$ cat config.mk
export PLATFORM = sky130hd
export DESIGN_NAME = cvsd_slope_decoder
export DESIGN_NICKNAME = d
export VERILOG_FILES = /design/src/rtl/cvsd_dec_pkg.sv /design/src/rtl/cvsd_bit_front.sv /design/src/rtl/cvsd_step_adapt.sv /design/src/rtl/cvsd_leaky_integ.sv /design/src/rtl/cvsd_slope_decoder.sv
export SDC_FILE = /design/constraint.sdc
export NUM_CORES = 1
export LEC_CHECK = 0
export ABC_AREA = 1
export BUFFER_PORTS_ARGS = -buffer_cell sky130_fd_sc_hd__buf_4
export CAP_MARGIN = 10
export CELL_PAD_IN_SITES_DETAIL_PLACEMENT = 0
export CELL_PAD_IN_SITES_GLOBAL_PLACEMENT = 2
export CORE_MARGIN = 3
export CORE_UTILIZATION = 25
export CTS_CLUSTER_SIZE = 14
export DETAILED_ROUTE_END_ITERATION = 10
export PLACE_DENSITY_LB_ADDON = 0.08
export SLEW_MARGIN = 20
export SYNTH_ARGS = -nofsm -noshare
export SYNTH_HDL_FRONTEND = slang
export SYNTH_SLANG_ARGS = --single-unit
$ cat constraint.sdc
create_clock -name clk -period 6.5 [get_ports clk]
set_clock_uncertainty 0.2 [all_clocks]
set_input_delay 0.325 -clock clk [delete_from_list [all_inputs] [get_ports clk]]
set_output_delay 0.325 -clock clk [all_outputs]
set_load 0.02 [all_outputs]
$ cat src/rtl/cvsd_dec_pkg.sv
package cvsd_dec_pkg;
  // number of earlier bits kept for the agreement test
  localparam int HIST_W = 3;
  // reset history: newest in bit 0, no two adjacent equal
  localparam logic [HIST_W-1:0] HIST_RST = 3'b010;

  typedef enum logic {
    RULE_FOUR  = 1'b0,
    RULE_THREE = 1'b1
  } rule_e;
endpackage

$ cat src/rtl/cvsd_bit_front.sv
module cvsd_bit_front
  import cvsd_dec_pkg::*;
(
  input  logic clk,
  input  logic rst,
  input  logic en,
  input  logic rx_bit,
  input  logic idle_n,
  input  logic alg3_sel,
  output logic eff_bit,
  output logic coinc
);
  logic [HIST_W-1:0] hist_q;
  logic              alt_q;
  logic              run3, run4;
  rule_e             rule;

  always_comb begin
    rule    = rule_e'(alg3_sel);
    eff_bit = idle_n ? rx_bit : alt_q;
    run3    = (eff_bit == hist_q[0]) && (eff_bit == hist_q[1]);
    run4    = run3 && (eff_bit == hist_q[2]);
    coinc   = (rule == RULE_THREE) ? run3 : run4;
  end

  always_ff @(posedge clk) begin
    if (rst) begin
      hist_q <= HIST_RST;
      alt_q  <= 1'b0;
    end else if (en) begin
      hist_q <= {hist_q[HIST_W-2:0], eff_bit};
      if (!idle_n) alt_q <= ~alt_q;
    end
  end

  // the idle source inverts after every accepted idle bit
  a_r7_idle_toggles: assert property (@(posedge clk) disable iff (rst)
    (en && !idle_n) |=> (alt_q != $past(alt_q)));
  // history frozen when no bit is accepted
  a_r8_hist_held: assert property (@(posedge clk) disable iff (rst)
    !en |=> $stable(hist_q));
endmodule

$ cat src/rtl/cvsd_step_adapt.sv
module cvsd_step_adapt #(
  parameter int W        = 16,
  parameter int STEP_MIN = 16,
  parameter int STEP_MAX = 2048,
  parameter int STEP_INC = 96,
  parameter int DECAY_SH = 4
) (
  input  logic         clk,
  input  logic         rst,
  input  logic         en,
  input  logic         coinc,
  output logic [W-1:0] step_nxt
);
  localparam logic [W:0]   MAX_X = (W+1)'(STEP_MAX);
  localparam logic [W:0]   MIN_X = (W+1)'(STEP_MIN);
  localparam logic [W:0]   INC_X = (W+1)'(STEP_INC);
  localparam logic [W-1:0] MIN_S = W'(STEP_MIN);
  localparam logic [W-1:0] MAX_S = W'(STEP_MAX);

  logic [W-1:0] step_q;
  logic [W:0]   grow, shrink;

  always_comb begin
    grow   = {1'b0, step_q} + INC_X;
    shrink = {1'b0, step_q} - {1'b0, step_q >> DECAY_SH};
    if (coinc) step_nxt = (grow > MAX_X)   ? MAX_S : grow[W-1:0];
    else       step_nxt = (shrink < MIN_X) ? MIN_S : shrink[W-1:0];
  end

  always_ff @(posedge clk) begin
    if (rst)     step_q <= MIN_S;
    else if (en) step_q <= step_nxt;
  end

  // step always inside its floor and ceiling
  a_r5_step_bounds: assert property (@(posedge clk) disable iff (rst)
    (step_q >= MIN_S) && (step_q <= MAX_S));
  // agreement never lowers the step, disagreement never raises it
  a_r5_step_dir: assert property (@(posedge clk) disable iff (rst)
    (en && coinc) |=> (step_q >= $past(step_q)));
  a_r5_step_decay: assert property (@(posedge clk) disable iff (rst)
    (en && !coinc) |=> (step_q <= $past(step_q)));
endmodule

$ cat src/rtl/cvsd_leaky_integ.sv
module cvsd_leaky_integ #(
  parameter int W       = 16,
  parameter int LEAK_SH = 5
) (
  input  logic                clk,
  input  logic                rst,
  input  logic                en,
  input  logic                up,
  input  logic [W-1:0]        step,
  output logic signed [W-1:0] integ_nxt,
  output logic signed [W-1:0] integ_q
);
  localparam int LIM_I = (1 << (W-1)) - 1;
  localparam logic signed [W+1:0] LIM_X = (W+2)'(LIM_I);
  localparam logic signed [W-1:0] LIM_S = W'(LIM_I);

  logic signed [W+1:0] x, leak, st, sum;

  always_comb begin
    x    = {{2{integ_q[W-1]}}, integ_q};
    leak = x[W+1] ? -((-x) >>> LEAK_SH) : (x >>> LEAK_SH);
    st   = $signed({2'b00, step});
    sum  = x - leak + (up ? st : -st);
    if (sum > LIM_X)       integ_nxt = LIM_S;
    else if (sum < -LIM_X) integ_nxt = -LIM_S;
    else                   integ_nxt = sum[W-1:0];
  end

  always_ff @(posedge clk) begin
    if (rst)     integ_q <= '0;
    else if (en) integ_q <= integ_nxt;
  end

  // integrator stays within the symmetric rails
  a_r6_no_overflow: assert property (@(posedge clk) disable iff (rst)
    (integ_q >= -LIM_S) && (integ_q <= LIM_S));
  // from zero a one moves up and a zero moves down
  a_r2_up_from_zero: assert property (@(posedge clk) disable iff (rst)
    (en && up && integ_q == 0) |=> (integ_q > 0));
  a_r2_down_from_zero: assert property (@(posedge clk) disable iff (rst)
    (en && !up && integ_q == 0) |=> (integ_q < 0));
endmodule

$ cat src/rtl/cvsd_slope_decoder.sv
module cvsd_slope_decoder #(
  parameter int PCM_W    = 16,
  parameter int STEP_MIN = 16,
  parameter int STEP_MAX = 2048,
  parameter int STEP_INC = 96,
  parameter int DECAY_SH = 4,
  parameter int LEAK_SH  = 5
) (
  input  logic                    clk,
  input  logic                    rst,
  input  logic                    bit_stb,
  input  logic                    rx_bit,
  input  logic                    alg3_sel,
  input  logic                    idle_n,
  input  logic                    pwr_on,
  output logic signed [PCM_W-1:0] pcm_out,
  output logic                    pcm_vld
);
  logic                    take;
  logic                    eff_bit, coinc;
  logic [PCM_W-1:0]        step_use;
  logic signed [PCM_W-1:0] integ_nxt, integ_q;

  assign take = bit_stb & pwr_on;

  cvsd_bit_front u_front (
    .clk(clk), .rst(rst), .en(take), .rx_bit(rx_bit), .idle_n(idle_n),
    .alg3_sel(alg3_sel), .eff_bit(eff_bit), .coinc(coinc)
  );

  cvsd_step_adapt #(
    .W(PCM_W), .STEP_MIN(STEP_MIN), .STEP_MAX(STEP_MAX),
    .STEP_INC(STEP_INC), .DECAY_SH(DECAY_SH)
  ) u_step (
    .clk(clk), .rst(rst), .en(take), .coinc(coinc), .step_nxt(step_use)
  );

  cvsd_leaky_integ #(.W(PCM_W), .LEAK_SH(LEAK_SH)) u_integ (
    .clk(clk), .rst(rst), .en(take), .up(eff_bit), .step(step_use),
    .integ_nxt(integ_nxt), .integ_q(integ_q)
  );

  always_ff @(posedge clk) begin
    if (rst) begin
      pcm_out <= '0;
      pcm_vld <= 1'b0;
    end else if (!pwr_on) begin
      pcm_out <= '0;
      pcm_vld <= 1'b0;
    end else begin
      pcm_vld <= take;
      if (take) pcm_out <= integ_nxt;
    end
  end

  // valid pulse exactly after each accepted strobe
  a_r9_vld_after_take: assert property (@(posedge clk) disable iff (rst)
    take |=> pcm_vld);
  a_r9_vld_only_take: assert property (@(posedge clk) disable iff (rst)
    !take |=> !pcm_vld);
  a_r9_out_held: assert property (@(posedge clk) disable iff (rst)
    (pwr_on && !take) |=> $stable(pcm_out));
  // powersave silences the output and freezes the integrator
  a_r8_out_quiet: assert property (@(posedge clk) disable iff (rst)
    !pwr_on |=> (pcm_out == '0));
  a_r8_state_held: assert property (@(posedge clk) disable iff (rst)
    !pwr_on |=> $stable(integ_q));
endmodule

-- Yosys cells after proc, flatten, opt, wreduce, memory -nomap -nowiden
Index checks and enable logic that the tools add are counted.
- register bits: 53
- logic and storage cells: 37
- bits of input ports: 7
- output and inout port bits: 17
- magnitude comparators: 4
- reduce and logical (&&, ||, !) cells: 4
- muxes and demuxes: 9
- bitwise operators: 4
- add/sub/neg operators: 7
- equal/unequal tests: 3
- operators by type and width (cell ; number):
    2-to-1 mux 16 bit ; 5
    2-to-1 mux 18 bit ; 2
    negation 16 -> 18 bit ; 2
    adder 18 bit ; 1
    greater-than comparator 18 x 16 -> 1 bit, second input constant ; 1
    < comparator 18 x 16 -> 1 bit, second input constant ; 1
    negation 13 -> 18 bit ; 1
    subtractor 16 x 18 -> 18 bit ; 1
    adder 16 x 7 -> 17 bit, second input constant ; 1
    greater-than comparator 17 x 12 -> 1 bit, second input constant ; 1
    < comparator 17 x 5 -> 1 bit, second input constant ; 1
    subtractor 16 x 12 -> 17 bit ; 1
    == test 1 bit ; 3
    NOT 1 bit ; 3
    logical AND 1 bit ; 2
    2-to-1 mux 1 bit ; 2
    AND reduction 2 bit ; 1
    OR reduction 2 bit ; 1
    AND 1 bit ; 1

-- Longest topological paths before layout
Gate-level depths: netlist of the first run.
- depth after elaboration: 12
- gate-level depth with buffers: 46
- mapped depth without buffers: 44

-- Hierarchy
A second synthesis of the first run with hierarchy kept.
- cells, all modules: 1110
- area, all modules: 6565.0 sq um
- by module, submodules not included (module ; instances ; area each (sq um) ; cells each ; seq. area each (sq um)):
    cvsd_leaky_integ ; 1 ; 3502.1 ; 585 ; 320.3
    cvsd_step_adapt ; 1 ; 2133.3 ; 379 ; 320.3
    cvsd_slope_decoder ; 1 ; 698.2 ; 106 ; 340.3
    cvsd_bit_front ; 1 ; 231.5 ; 40 ; 80.1

-- Worst setup path after synthesis of the first run
Ideal clock, no wire load.
- path kind: reg2reg
- start point: register u_step.step_q[0]
- end point: register pcm_out[14]
- arrival time: 5.398 ns
- path buffers: 1
- setup time: 0.109 ns
- setup slack: 0.793 ns
- stages on the path, launching flop included: 40
- clock period less this slack: 5.707 ns
- required time: 6.191 ns
- path through: dfxtp_1 inv_1 ha_1 fa_1 inv_1 nand2_1 nand2_1 nand3_1 nand3_1 nand2_1 nor2_1 nand3_1 nor2_2 nand3_2 nand2_1 o21ai_2 inv_2 ha_1 [... 4 more ...] inv_1 ha_1 a21oi_1 o21a_1 a21oi_1 o21ai_0 nand2_1 nand2_1 nand2_1 a21boi_0 o21ai_0 xor2_1 or2_2 nand4_4 buf_4 nand3_1 nand2_1 inv_1
- cells in the longest elaborated chain, start to end: 10
- elaborated cells on any way between the ends: 14
- classes of those cells: add/sub (4); order compare (4); mux (6)
- RTL lines (element ; RTL line ; text):
    start: declaration ; cvsd_step_adapt.sv:20 ; logic [W-1:0] step_q;
    start signal: assignment ; cvsd_step_adapt.sv:32 ; else if (en) step_q <= step_nxt;
    subtractor 16 x 12 -> 17 bit / adder 16 x 7 -> 17 bit (equally long branches) ; cvsd_step_adapt.sv:25, cvsd_step_adapt.sv:24 ;
    < comparator 17 x 5 -> 1 bit / greater-than comparator 17 x 12 -> 1 bit (equally long branches) ; cvsd_step_adapt.sv:27, cvsd_step_adapt.sv:26 ;
    2-to-1 mux 16 bit (on tied branches) ; cvsd_step_adapt.sv:27, cvsd_step_adapt.sv:26 ;
    2-to-1 mux 16 bit (*) ; cvsd_step_adapt.sv:26 ; if (coinc) step_nxt = (grow > MAX_X) ? MAX_S : grow[W-1:0];
    via step_use[0] ; cvsd_slope_decoder.sv:21 ; logic [PCM_W-1:0] step_use;
    negation 16 -> 18 bit ; cvsd_leaky_integ.sv:23 ; sum = x - leak + (up ? st : -st);
    2-to-1 mux 18 bit (*) ; cvsd_leaky_integ.sv:23 ;
    adder 18 bit (*) ; cvsd_leaky_integ.sv:23 ;
    < comparator 18 x 16 -> 1 bit ; cvsd_leaky_integ.sv:25 ; else if (sum < -LIM_X) integ_nxt = -LIM_S;
    2-to-1 mux 16 bit ; cvsd_leaky_integ.sv:25 ;
    2-to-1 mux 16 bit (*) ; cvsd_leaky_integ.sv:24 ; if (sum > LIM_X) integ_nxt = LIM_S;
    end signal: assignment ; cvsd_slope_decoder.sv:52 ; if (take) pcm_out <= integ_nxt;
    end: declaration ; cvsd_slope_decoder.sv:16 ; output logic signed [PCM_W-1:0] pcm_out,
Mark *: on every way through the listed nets, which the timed path passes. The rest lies on a longest branch.
A chain may end at the register's enable or synchronous reset.

-- Worst setup path in the final report of the first run
- start point: register u_step.step_q[11]
- end point: register pcm_out[13]
- cells in the longest elaborated chain, start to end: 10
- elaborated cells on any way between the ends: 14
- classes of those cells: add/sub (4); order compare (4); mux (6)
- RTL lines (element ; RTL line):
    subtractor 16 x 12 -> 17 bit / adder 16 x 7 -> 17 bit (equally long branches) ; cvsd_step_adapt.sv:25, cvsd_step_adapt.sv:24
    < comparator 17 x 5 -> 1 bit / greater-than comparator 17 x 12 -> 1 bit (equally long branches) ; cvsd_step_adapt.sv:27, cvsd_step_adapt.sv:26
    2-to-1 mux 16 bit (on tied branches) ; cvsd_step_adapt.sv:27, cvsd_step_adapt.sv:26
    2-to-1 mux 16 bit (*) ; cvsd_step_adapt.sv:26
    negation 16 -> 18 bit ; cvsd_leaky_integ.sv:23
    2-to-1 mux 18 bit (*) ; cvsd_leaky_integ.sv:23
    adder 18 bit (*) ; cvsd_leaky_integ.sv:23
    < comparator 18 x 16 -> 1 bit ; cvsd_leaky_integ.sv:25
    2-to-1 mux 16 bit ; cvsd_leaky_integ.sv:25
    2-to-1 mux 16 bit (*) ; cvsd_leaky_integ.sv:24
Mark *: on every way between the ends. The rest lies on a longest branch, timed or not.

==> metrics.txt, run 1 <==
# TYPE chip_impl_metric gauge
chip_impl_metric{name="timing.final.crit_share",unit=""} 0.931
chip_impl_metric{name="tightestPinTransition",unit="ns"} 0.645
chip_impl_metric{name="finalHoldViolations",unit=""} 0
chip_impl_metric{name="asyncSetResetFlopFracSynth",unit=""} 0
chip_impl_metric{name="core_footprint",unit="mm^2"} 0.0231
chip_impl_info{name="standard_cell_with_the_maximum_stage_delay_on_the_critical_path",value="sky130_fd_sc_hd__fa_1"} 1
chip_impl_metric{name="port_buffers",unit=""} 23
chip_impl_info{name="category_of_the_most_critical_setup_path",value="reg2reg"} 1
chip_impl_metric{name="clkLatencyLatePin",unit="ns"} 0.31
chip_impl_metric{name="r2r_slack",unit="ns"} 0.45
chip_impl_metric{name="die_y",unit="um"} 161
chip_impl_metric{name="placement_rows",unit=""} 55
chip_impl_metric{name="final_net_count",unit=""} 1151
chip_impl_info{name="cts_tree",value="built"} 1
chip_impl_metric{name="synth_cell_type_count",unit=""} 45
chip_impl_metric{name="post_synth_inst_count",unit=""} 972
chip_impl_info{name="critical_path.endpoint_type",value="flip-flop"} 1
chip_impl_metric{name="yosysWarnings",unit=""} 0
chip_impl_metric{name="first_pass_grt_wire_length",unit="mm"} 33.7
chip_impl_metric{name="globalplace.congestion",unit=""} 0.815
chip_impl_info{name="dominant_synthesized_flop_cell",value="sky130_fd_sc_hd__dfxtp_1"} 1
chip_impl_metric{name="crit_path_max_fanout",unit=""} 5
chip_impl_metric{name="cts.htree.levels",unit=""} 2
chip_impl_metric{name="clock_path_buffers",unit=""} 2
chip_impl_metric{name="remaining_number_of_nets_flagged_by_the_antenna_check_after_routing",unit=""} 0
chip_impl_metric{name="detailed_route_wire_length_per_cell",unit="um"} 15.6
chip_impl_metric{name="cts.reportedPaths.clkPinSlew",unit="ns"} 0.08
chip_impl_metric{name="floorplan.die.width",unit="um"} 161
chip_impl_info{name="largest_delay_contributor_family_on_the_critical_path",value="simple AND/OR/NAND/NOR gates"} 1
chip_impl_metric{name="post_synthesis_cell_area",unit="mm^2"} 0.00598
chip_impl_metric{name="layout-area-overhead-vs-synth",unit="%"} 34.4
chip_impl_metric{name="synth_enable_flop_cells",unit=""} 0
chip_impl_metric{name="maximum_number_of_pins_on_one_net_before_global_route_repair",unit=""} 59
chip_impl_info{name="run_status",value="finished, final reports clean"} 1
chip_impl_metric{name="syn-mean-instance-area",unit="um^2"} 6.16
chip_impl_metric{name="cts_bufs_inserted",unit=""} 5
chip_impl_metric{name="drt-initial-drc-count",unit=""} 302
chip_impl_metric{name="critical-path-max-stage-delay",unit="ns"} 0.55
chip_impl_metric{name="detail_route.drc_violations",unit=""} 0
chip_impl_metric{name="timing.critical_path.required",unit="ns"} 6.52
chip_impl_metric{name="synthDominantCellAreaShare",unit=""} 0.181
chip_impl_info{name="post-synth-top-area-cell",value="sky130_fd_sc_hd__nand2_1"} 1
chip_impl_metric{name="grt_use_total",unit=""} 0.165
chip_impl_info{name="root_buffer",value="sky130_fd_sc_hd__clkbuf_16"} 1
chip_impl_metric{name="max_slew_margin",unit=""} 0.570
chip_impl_metric{name="worst_slack",unit="ns"} 0.452
chip_impl_metric{name="antenna_cells",unit=""} 0
chip_impl_metric{name="yosys_reg_bits",unit=""} 53
chip_impl_metric{name="vias_per_cell",unit=""} 4.41
chip_impl_metric{name="timing.critical_path.buf_inv",unit=""} 5
chip_impl_metric{name="synthesis.nets",unit=""} 1030
chip_impl_metric{name="routed_wire_length",unit="mm"} 22.0
chip_impl_metric{name="initial_standard_cell_utilization_of_the_core",unit=""} 0.260
chip_impl_metric{name="max_cap_viol_count",unit=""} 0
chip_impl_metric{name="finalSetupViolCount",unit=""} 0
chip_impl_metric{name="post-route-util",unit=""} 0.349
chip_impl_metric{name="clock_sinks",unit=""} 53
chip_impl_metric{name="layout-drive-gt1-share",unit=""} 0.279
chip_impl_metric{name="synth.yosys.seq_area_share",unit=""} 0.177
chip_impl_metric{name="final_max_slew_viol_count",unit=""} 0
chip_impl_metric{name="dr_vias",unit=""} 6209
chip_impl_info{name="cpMostUsedCell",value="sky130_fd_sc_hd__nand2_1"} 1
chip_impl_metric{name="maxClockFrequency",unit="GHz"} 0.165
chip_impl_metric{name="vias_in_the_first_global_route",unit=""} 5953
chip_impl_metric{name="grt_overflow",unit=""} 0
chip_impl_metric{name="io-pin-count",unit=""} 24
chip_impl_info{name="start_kind",value="flip-flop"} 1
chip_impl_metric{name="grt_antenna_before_repair",unit=""} 0
chip_impl_metric{name="period_needed",unit="ns"} 6.05
chip_impl_metric{name="post_route_hold_slack",unit="ns"} 0.107
chip_impl_metric{name="post-dp-hpwl",unit="mm"} 17.5
chip_impl_info{name="hp-class",value="in2reg"} 1
chip_impl_info{name="synth_top_cells_by_area",value="sky130_fd_sc_hd__nand2_1 18%, sky130_fd_sc_hd__dfxtp_1 18%, sky130_fd_sc_hd__inv_1 11%, sky130_fd_sc_hd__ha_1 6.9%, sky130_fd_sc_hd__nand3_1 6.4%"} 1
chip_impl_metric{name="dpl_worst_slack",unit="ns"} -0.0220
chip_impl_metric{name="drt_pass1_iterations",unit=""} 5
chip_impl_metric{name="fp.dieArea",unit="mm^2"} 0.0258
chip_impl_metric{name="worst_ep_arrival_time",unit="ns"} 6.07
## cell type report
cell class,count,area [um^2]
fill,2566,15000
multi-input combinational,715,4630
timing repair buffer,136,1110
sequential,53,1070
inverter,182,683
tap,313,392
clock buffer,6,139
clock inverter,2,17.5
## sequential cells by signal, summed over array words and instances, names as in the netlist
register         flops
u_front.alt_q        1
u_step.step_q       16
u_front.hist_q       3
pcm_vld              1
u_integ.integ_q     16
pcm_out             16
## synth_stat cells, drive strengths merged (3+ instances only)
cell type	count
nand4	15
a31oi	3
nor3	9
ha	33
nand3b	9
fa	18
xor2	24
xnor2	10
o21ai	45
buf	10
inv	181
o21bai	4
dfxtp	53
nand3	89
nand2	306
or2	3
nor2	80
clkbuf	12
a21oi	57
## per-stage QoR
| step | instances | cell area, um^2 | setup TNS [ns] |
|---|---|---|---|
| 2_1_floorplan | 972 | 5980 | 0 |
| 3_3_place_gp | 1390 | 7250 | -1.82 |
| 3_5_place_dp | 1390 | 7250 | -0.274 |
| 4_1_cts | 1398 | 7400 | 0 |
| 5_1_grt | 1407 | 8040 | -0.343 |
| 6_report | 1407 | 8040 | 0 |
## kinds of logic (layout without fill, tap and decap cells)
| logic type | after synthesis | in the layout | synth area share |
|---|---|---|---|
| fa+ha+maj | 51 | 51 | 0.129 |
| simple gates | 513 | 513 | 0.400 |
| buf+inv | 204 | 326 | 0.135 |
| flops | 53 | 53 | 0.177 |
| compound gates | 117 | 117 | 0.109 |
| xor+xnor | 34 | 34 | 0.0498 |
## metal layers
metal	global-route usage	wire length, um	vias up
met5	0	0	-
met4	0.0231	148	0
met3	0.0175	610	12
met2	0.238	8950	84
met1	0.266	12300	2836
li1	-	-	3277
## path summary, 6_finish.rpt
path,startpoint,to,depth (start not counted)
setup / recovery,u_step.step_q[11],pcm_out[13],39
hold / removal,idle_n,u_front.alt_q,4
setup reg to reg,u_step.step_q[11],pcm_out[13],39
hold reg to reg,u_front.hist_q[2],u_front.hist_q[2],2
## cell usage in the layout (no fill, tap or decap), drive strengths merged, types with 3 or more instances in the layout
cell      n
o21ai    45
fa       18
clkbuf    9
xor2     24
xnor2    10
dfxtp    53
nand3    89
a21oi    57
nor2     80
o21bai    4
or2       3
ha       33
nand3b    9
a31oi     3
nand2   306
nand4    15
inv     182
buf     133
nor3      9
## worst min-delay path: stages
cell                      delay [ns]
sky130_fd_sc_hd__buf_4          0.10
sky130_fd_sc_hd__nor2_1         0.04
sky130_fd_sc_hd__nand2_1        0.05
sky130_fd_sc_hd__a21oi_1        0.05
## repair_timing
action | in CTS | in global routing
setup buffers | 0 | 6
gates cloned | 0 | 3
pin swaps | 0 | 27
resized for setup | 2 | 115
hold buffers | 0 | 0
endpoints found under the setup margin | 29 | 32
Power of run 1 is not shown: default switching activity piles up to over one toggle a cycle in this logic, so the estimate is an artifact.
==> run 2: changes to the inputs <==
Settings changed: CAP_MARGIN 10 to not set.
Clock period 6.5 ns to 5.8 ns, I/O delays scaled along.
==> run 2 against run 1 <==
Net effect:
- the run now ends with negative setup slack left
- cell count is 8.0% higher
- count of clock-buffer cells in the layout decreased by 1
- first-iteration DRC count down 4.0%
- die area did not move
==> metrics.txt, run 2 (synthesized netlist as in run 1, its figures left out) <==
# TYPE chip_impl_metric gauge
chip_impl_info{name="crit-reg2reg-launch",value="u_step.step_q[4]"} 1
chip_impl_metric{name="cts.htree.levels",unit=""} 2
chip_impl_metric{name="placement_rows",unit=""} 55
chip_impl_info{name="category_of_the_most_critical_setup_path",value="reg2reg"} 1
chip_impl_info{name="worst_setup_path_endpoint",value="pcm_out[3]"} 1
chip_impl_metric{name="detail_route.drc_violations",unit=""} 0
chip_impl_metric{name="post-route-util",unit=""} 0.409
chip_impl_metric{name="io-pin-count",unit=""} 24
chip_impl_metric{name="layoutNonFillerInstCount",unit=""} 1520
chip_impl_metric{name="worst_slack",unit="ns"} -0.0622
chip_impl_metric{name="detailed_route_wire_length_per_cell",unit="um"} 14.9
chip_impl_metric{name="final_max_slew_viol_count",unit=""} 0
chip_impl_metric{name="max_slew_margin",unit=""} 0.567
chip_impl_metric{name="finalHoldViolations",unit=""} 0
chip_impl_metric{name="clkLatencyLatePin",unit="ns"} 0.31
chip_impl_info{name="start_kind",value="flip-flop"} 1
chip_impl_info{name="rsz0062_at_grt",value="yes"} 1
chip_impl_metric{name="maxClockFrequency",unit="GHz"} 0.171
chip_impl_metric{name="port_buffers",unit=""} 23
chip_impl_metric{name="cts_bufs_inserted",unit=""} 5
chip_impl_metric{name="dr_vias",unit=""} 6641
chip_impl_metric{name="globalplace.congestion",unit=""} 0.800
chip_impl_info{name="layout_common_cells",value="246 x sky130_fd_sc_hd__nand2_1, 235 x sky130_fd_sc_hd__buf_4, 157 x sky130_fd_sc_hd__inv_1"} 1
chip_impl_metric{name="routed_wire_length",unit="mm"} 22.6
chip_impl_info{name="layout_top_registers",value="pcm_out (16), u_integ.integ_q (16), u_step.step_q (16)"} 1
chip_impl_metric{name="tightestPinTransition",unit="ns"} 0.649
chip_impl_metric{name="clock_sinks",unit=""} 53
chip_impl_metric{name="dpl_worst_slack",unit="ns"} -0.652
chip_impl_metric{name="grt_overflow",unit=""} 0
chip_impl_metric{name="crit_path_max_fanout",unit=""} 5
chip_impl_info{name="critical_path.endpoint_type",value="flip-flop"} 1
chip_impl_info{name="run_status",value="finished with violations"} 1
chip_impl_metric{name="layout-area-overhead-vs-synth",unit="%"} 57.7
chip_impl_metric{name="maximum_number_of_pins_on_one_net_before_global_route_repair",unit=""} 59
chip_impl_metric{name="initial_standard_cell_utilization_of_the_core",unit=""} 0.260
chip_impl_metric{name="holdBufCountCts",unit=""} 0
chip_impl_metric{name="floorplan.die.width",unit="um"} 161
chip_impl_metric{name="timing.final.crit_share",unit=""} 1.01
chip_impl_info{name="hp-class",value="in2reg"} 1
chip_impl_info{name="worst_r2r_endpoint",value="pcm_out[3]"} 1
chip_impl_metric{name="drt_pass1_iterations",unit=""} 5
chip_impl_metric{name="first_pass_grt_wire_length",unit="mm"} 36.1
chip_impl_metric{name="dp.cells",unit=""} 1472
chip_impl_metric{name="fp.dieArea",unit="mm^2"} 0.0258
chip_impl_metric{name="antenna_cells",unit=""} 0
chip_impl_metric{name="r2r_slack",unit="ns"} -0.06
chip_impl_metric{name="die_y",unit="um"} 161
chip_impl_info{name="failed_checks",value="negative setup slack"} 1
chip_impl_metric{name="timing.critical_path.required",unit="ns"} 5.81
chip_impl_info{name="cts_tree",value="built"} 1
chip_impl_metric{name="max_cap_viol_count",unit=""} 0
chip_impl_metric{name="grt_use_total",unit=""} 0.176
chip_impl_metric{name="cts.reportedPaths.clkPinSlew",unit="ns"} 0.08
chip_impl_metric{name="fillers",unit=""} 2510
chip_impl_metric{name="finalSetupViolCount",unit=""} 22
chip_impl_metric{name="critical-path-max-stage-delay",unit="ns"} 0.51
chip_impl_metric{name="worst_ep_arrival_time",unit="ns"} 5.87
chip_impl_metric{name="final_net_count",unit=""} 1265
chip_impl_info{name="layout_commonest_cell",value="sky130_fd_sc_hd__nand2_1"} 1
chip_impl_metric{name="drt-initial-drc-count",unit=""} 290
chip_impl_info{name="root_buffer",value="sky130_fd_sc_hd__clkbuf_16"} 1
chip_impl_metric{name="vias_in_the_first_global_route",unit=""} 6505
chip_impl_metric{name="vias_per_cell",unit=""} 4.37
chip_impl_metric{name="remaining_number_of_nets_flagged_by_the_antenna_check_after_routing",unit=""} 0
chip_impl_info{name="standard_cell_with_the_maximum_stage_delay_on_the_critical_path",value="sky130_fd_sc_hd__fa_1"} 1
chip_impl_metric{name="grt_antenna_before_repair",unit=""} 0
chip_impl_metric{name="rr_worst_depth",unit=""} 38
chip_impl_metric{name="layout-drive-gt1-share",unit=""} 0.414
chip_impl_metric{name="post-dp-hpwl",unit="mm"} 18.2
chip_impl_metric{name="core_footprint",unit="mm^2"} 0.0231
chip_impl_metric{name="clock_path_buffers",unit=""} 2
chip_impl_info{name="critPathLaunch",value="u_step.step_q[4]"} 1
chip_impl_metric{name="period_needed",unit="ns"} 5.86
-- run 2: changes by cell type in the layout (fill, tap and decap cells not counted), sizes merged --
cell / before / now
bufinv: 0 / 1
clkinv: 2 / 1
clkbuf: 9 / 5
buf: 133 / 250
-- run 2: worst max-delay path, delay by kind of cell (launching register included) --
kind	cells	cell delay [ns]
flip-flops	1	0.37
AND/OR/NAND/NOR	21	2.22
adder cells (fa/ha/maj)	4	1.29
XOR/XNOR	2	0.33
buffers and inverters	7	0.69
AO/OA/AOI/OAI	4	0.66
-- run 2: final cells by class --
type                    instances  area [um^2]  area share
repair buffers                250         2000       0.212
inverters                     182          691      0.0732
flip-flops and latches         53         1070       0.114
multi-input cells             715         5110       0.542
clock inverters                 2         38.8     0.00411
well taps                     313          392      0.0415
clock buffers                   5          125      0.0133
-- run 2: worst min path at each step --
| stage | from | to | cells past startpoint |
|---|---|---|---|
| after floorplan | u_front.hist_q[2] | u_front.hist_q[2] | 2 |
| after global placement | u_front.hist_q[2] | u_front.hist_q[2] | 2 |
| after detailed placement | u_front.hist_q[2] | u_front.hist_q[2] | 2 |
| after CTS | rst | u_integ.integ_q[0] | 2 |
| after global routing | rst | u_integ.integ_q[1] | 2 |
| final | rst | u_integ.integ_q[0] | 2 |
-- run 2: through the flow --
step                TNS, ns  area, um^2  hold slack, ns
floorplan                 0        5980           0.235
global placement     -20.06        7870           0.257
detailed placement   -19.47        7870           0.255
CTS                   -1.22        9040           0.105
global route         -12.34        9440           0.130
finish               -0.537        9440           0.102
-- run 2: repair_timing --
item	CTS	global route
endpoints found under the setup margin	32	32
pin swaps	65	46
setup buffers	30	10
endpoints found under the hold margin	0	0
cloned	2	0
gates resized for setup	162	83
-- run 2: per-layer routing --
metal / share of wire / wire length [um] / global-route usage
met5: 0 / 0 / 0
met4: 0.0064 / 146 / 0.0227
met3: 0.030 / 680 / 0.0214
met1: 0.55 / 12400 / 0.278
met2: 0.42 / 9440 / 0.261
Power of run 2 is left out for the same reason.
==> run 3: changes to the inputs <==
Settings changed: SETUP_SLACK_MARGIN set to 0.02.
==> run 3 against run 2 <==
Net effect:
- the flow still finishes with violations (negative setup slack)
- core utilization increased by 0.23 points
- die area unchanged
- register-to-register slack worse by 0.04 ns
- sequential share of layout area fell by 0.091 points
- first-iteration DRC count up 3.8%
- final area increased by 0.57%
- largest cell class unchanged
==> metrics.txt, run 3 (synthesized netlist as in run 1, its figures left out) <==
# TYPE chip_impl_metric gauge
chip_impl_info{name="run_status",value="finished with violations"} 1
chip_impl_info{name="failed_checks",value="negative setup slack"} 1
chip_impl_metric{name="vias_in_the_first_global_route",unit=""} 6558
chip_impl_info{name="layout_common_cells",value="237 x sky130_fd_sc_hd__nand2_1, 235 x sky130_fd_sc_hd__buf_4, 156 x sky130_fd_sc_hd__inv_1"} 1
chip_impl_info{name="hold_path_startpoint",value="rst"} 1
chip_impl_metric{name="max_cap_viol_count",unit=""} 0
chip_impl_metric{name="layout-area-overhead-vs-synth",unit="%"} 58.6
chip_impl_info{name="root_buffer",value="sky130_fd_sc_hd__clkbuf_16"} 1
chip_impl_metric{name="crit_path_max_fanout",unit=""} 5
chip_impl_info{name="layout_top_registers",value="pcm_out (16), u_integ.integ_q (16), u_step.step_q (16)"} 1
chip_impl_info{name="category_of_the_most_critical_setup_path",value="reg2reg"} 1
chip_impl_metric{name="final_net_count",unit=""} 1265
chip_impl_metric{name="antenna_cells",unit=""} 0
chip_impl_metric{name="finalHoldViolations",unit=""} 0
chip_impl_metric{name="detail_route.drc_violations",unit=""} 0
chip_impl_metric{name="routed_wire_length",unit="mm"} 22.8
chip_impl_metric{name="clock_sinks",unit=""} 53
chip_impl_metric{name="layoutNonFillerInstCount",unit=""} 1520
chip_impl_metric{name="post_route_hold_slack",unit="ns"} 0.111
chip_impl_metric{name="maximum_number_of_pins_on_one_net_before_global_route_repair",unit=""} 59
chip_impl_info{name="critical_path.endpoint_type",value="flip-flop"} 1
chip_impl_info{name="cts_tree",value="built"} 1
chip_impl_metric{name="max_slew_margin",unit=""} 0.579
chip_impl_metric{name="maxClockFrequency",unit="GHz"} 0.169
chip_impl_metric{name="grt_use_total",unit=""} 0.177
chip_impl_metric{name="postPlaceCellArea",unit="mm^2"} 0.00787
chip_impl_metric{name="cts_bufs_inserted",unit=""} 5
chip_impl_metric{name="timing.final.crit_share",unit=""} 1.02
chip_impl_metric{name="first_pass_grt_wire_length",unit="mm"} 36.3
chip_impl_metric{name="io-pin-count",unit=""} 24
chip_impl_metric{name="clkLatencyLatePin",unit="ns"} 0.31
chip_impl_metric{name="detailed_route_wire_length_per_cell",unit="um"} 15.0
chip_impl_metric{name="drt-initial-drc-count",unit=""} 301
chip_impl_info{name="largest_delay_contributor_family_on_the_critical_path",value="simple AND/OR/NAND/NOR gates"} 1
chip_impl_metric{name="dr_vias",unit=""} 6632
chip_impl_metric{name="worst_ep_arrival_time",unit="ns"} 5.91
chip_impl_metric{name="final_max_slew_viol_count",unit=""} 0
chip_impl_info{name="rsz0062_at_grt",value="yes"} 1
chip_impl_metric{name="vias_per_cell",unit=""} 4.36
chip_impl_metric{name="cts.reportedPaths.clkPinSlew",unit="ns"} 0.08
chip_impl_metric{name="rr_worst_depth",unit=""} 40
chip_impl_info{name="layout_commonest_cell",value="sky130_fd_sc_hd__nand2_1"} 1
chip_impl_info{name="hp-class",value="in2reg"} 1
chip_impl_metric{name="holdBufCountCts",unit=""} 0
chip_impl_metric{name="placement_rows",unit=""} 55
chip_impl_metric{name="timing.critical_path.buf_inv",unit=""} 7
chip_impl_metric{name="tightestPinTransition",unit="ns"} 0.631
chip_impl_metric{name="port_buffers",unit=""} 23
chip_impl_metric{name="floorplan.die.width",unit="um"} 161
chip_impl_metric{name="dp.cells",unit=""} 1472
chip_impl_info{name="cpMostUsedCell",value="sky130_fd_sc_hd__nand2_2"} 1
chip_impl_metric{name="grt_antenna_before_repair",unit=""} 0
chip_impl_metric{name="period_needed",unit="ns"} 5.91
chip_impl_metric{name="grt_overflow",unit=""} 0
chip_impl_info{name="hold-path-endpoint",value="u_integ.integ_q[0]"} 1
chip_impl_metric{name="core_footprint",unit="mm^2"} 0.0231
chip_impl_metric{name="critical_path_depth",unit=""} 40
chip_impl_metric{name="initial_standard_cell_utilization_of_the_core",unit=""} 0.260
chip_impl_info{name="worst_r2r_endpoint",value="pcm_out[3]"} 1
chip_impl_metric{name="globalplace.congestion",unit=""} 0.800
chip_impl_metric{name="finalSetupViolCount",unit=""} 28
chip_impl_metric{name="layout-drive-gt1-share",unit=""} 0.426
chip_impl_metric{name="die_y",unit="um"} 161
chip_impl_info{name="start_kind",value="flip-flop"} 1
chip_impl_info{name="standard_cell_with_the_maximum_stage_delay_on_the_critical_path",value="sky130_fd_sc_hd__fa_2"} 1
chip_impl_metric{name="critical-path-max-stage-delay",unit="ns"} 0.60
chip_impl_metric{name="r2r_slack",unit="ns"} -0.11
chip_impl_metric{name="fp.dieArea",unit="mm^2"} 0.0258
chip_impl_metric{name="fin_area",unit="mm^2"} 0.00949
chip_impl_metric{name="cts.htree.levels",unit=""} 2
chip_impl_metric{name="worst_slack",unit="ns"} -0.105
chip_impl_info{name="crit-reg2reg-launch",value="u_step.step_q[6]"} 1
chip_impl_metric{name="clock_path_buffers",unit=""} 2
chip_impl_metric{name="timing.critical_path.required",unit="ns"} 5.81
chip_impl_metric{name="worst_hold_path.num_cells",unit=""} 2
chip_impl_metric{name="drt_pass1_iterations",unit=""} 4
chip_impl_metric{name="remaining_number_of_nets_flagged_by_the_antenna_check_after_routing",unit=""} 0
chip_impl_metric{name="post-dp-hpwl",unit="mm"} 18.2
==> run 3: changes by cell type in the layout (fill, tap and decap cells not counted), moves of 2 or more <==
| cell | delta |
|---|---|
| sky130_fd_sc_hd__a21oi_1 | -2 |
| sky130_fd_sc_hd__dfxtp_2 | -2 |
| sky130_fd_sc_hd__nor2_2 | +2 |
| sky130_fd_sc_hd__nand3_2 | +4 |
| sky130_fd_sc_hd__a21oi_4 | +2 |
| sky130_fd_sc_hd__dfxtp_1 | +2 |
| sky130_fd_sc_hd__nand3_1 | -3 |
| sky130_fd_sc_hd__nand2_1 | -9 |
| sky130_fd_sc_hd__nand2_2 | +9 |
==> run 3: final cells by class <==
cell class	count	area [um^2]
Clock buffer	5	125
Clock inverter	2	38.8
Fill cell	2513	13600
Inverter	182	691
Multi-Input combinational cell	715	5150
Sequential cell	53	1070
Tap cell	313	392
Timing Repair Buffer	250	2020
==> run 3: worst max-delay path by stage <==
stage,start,to
after floorplan,u_step.step_q[0],pcm_out[14]
after detailed placement,u_step.step_q[8],pcm_out[14]
final,u_step.step_q[6],pcm_out[3]
after global placement,u_step.step_q[8],u_integ.integ_q[3]
after CTS,u_step.step_q[0],pcm_out[14]
after global routing,u_step.step_q[8],pcm_out[3]
==> run 3: per-stage QoR <==
stage	util	setup slack, ns	setup TNS (ns)
floorplan	-	0.0931	0
global placement	0.342	-0.693	-20.06
detailed placement	0.342	-0.652	-19.47
CTS	0.396	-0.0544	-0.917
global route	0.412	-0.502	-13.37
finish	0.412	-0.105	-1.86
==> run 3: repair_timing <==
action                                  4_1_cts  5_1_grt
endpoints found under the setup margin       32       32
gates cloned                                  2        0
resized for setup                           180       78
pin swaps                                    70       54
setup buffers                                32        7
==> run 3: per-layer routing <==
layer  routed length [um]  track usage
met5                    0            0
met4                  142       0.0227
met3                  564       0.0214
met2                 9500        0.263
met1                12600        0.278
==> run 3: worst register-to-register path, delay by kind of cell (launching register included) <==
kind            cells  cell delay [ns]
compound gates      8             1.15
simple gates       20             2.03
xor+xnor            1             0.17
flops               1             0.34
fa+ha+maj           4             1.23
buf+inv             7             0.66
Power of run 3 is left out for the same reason.
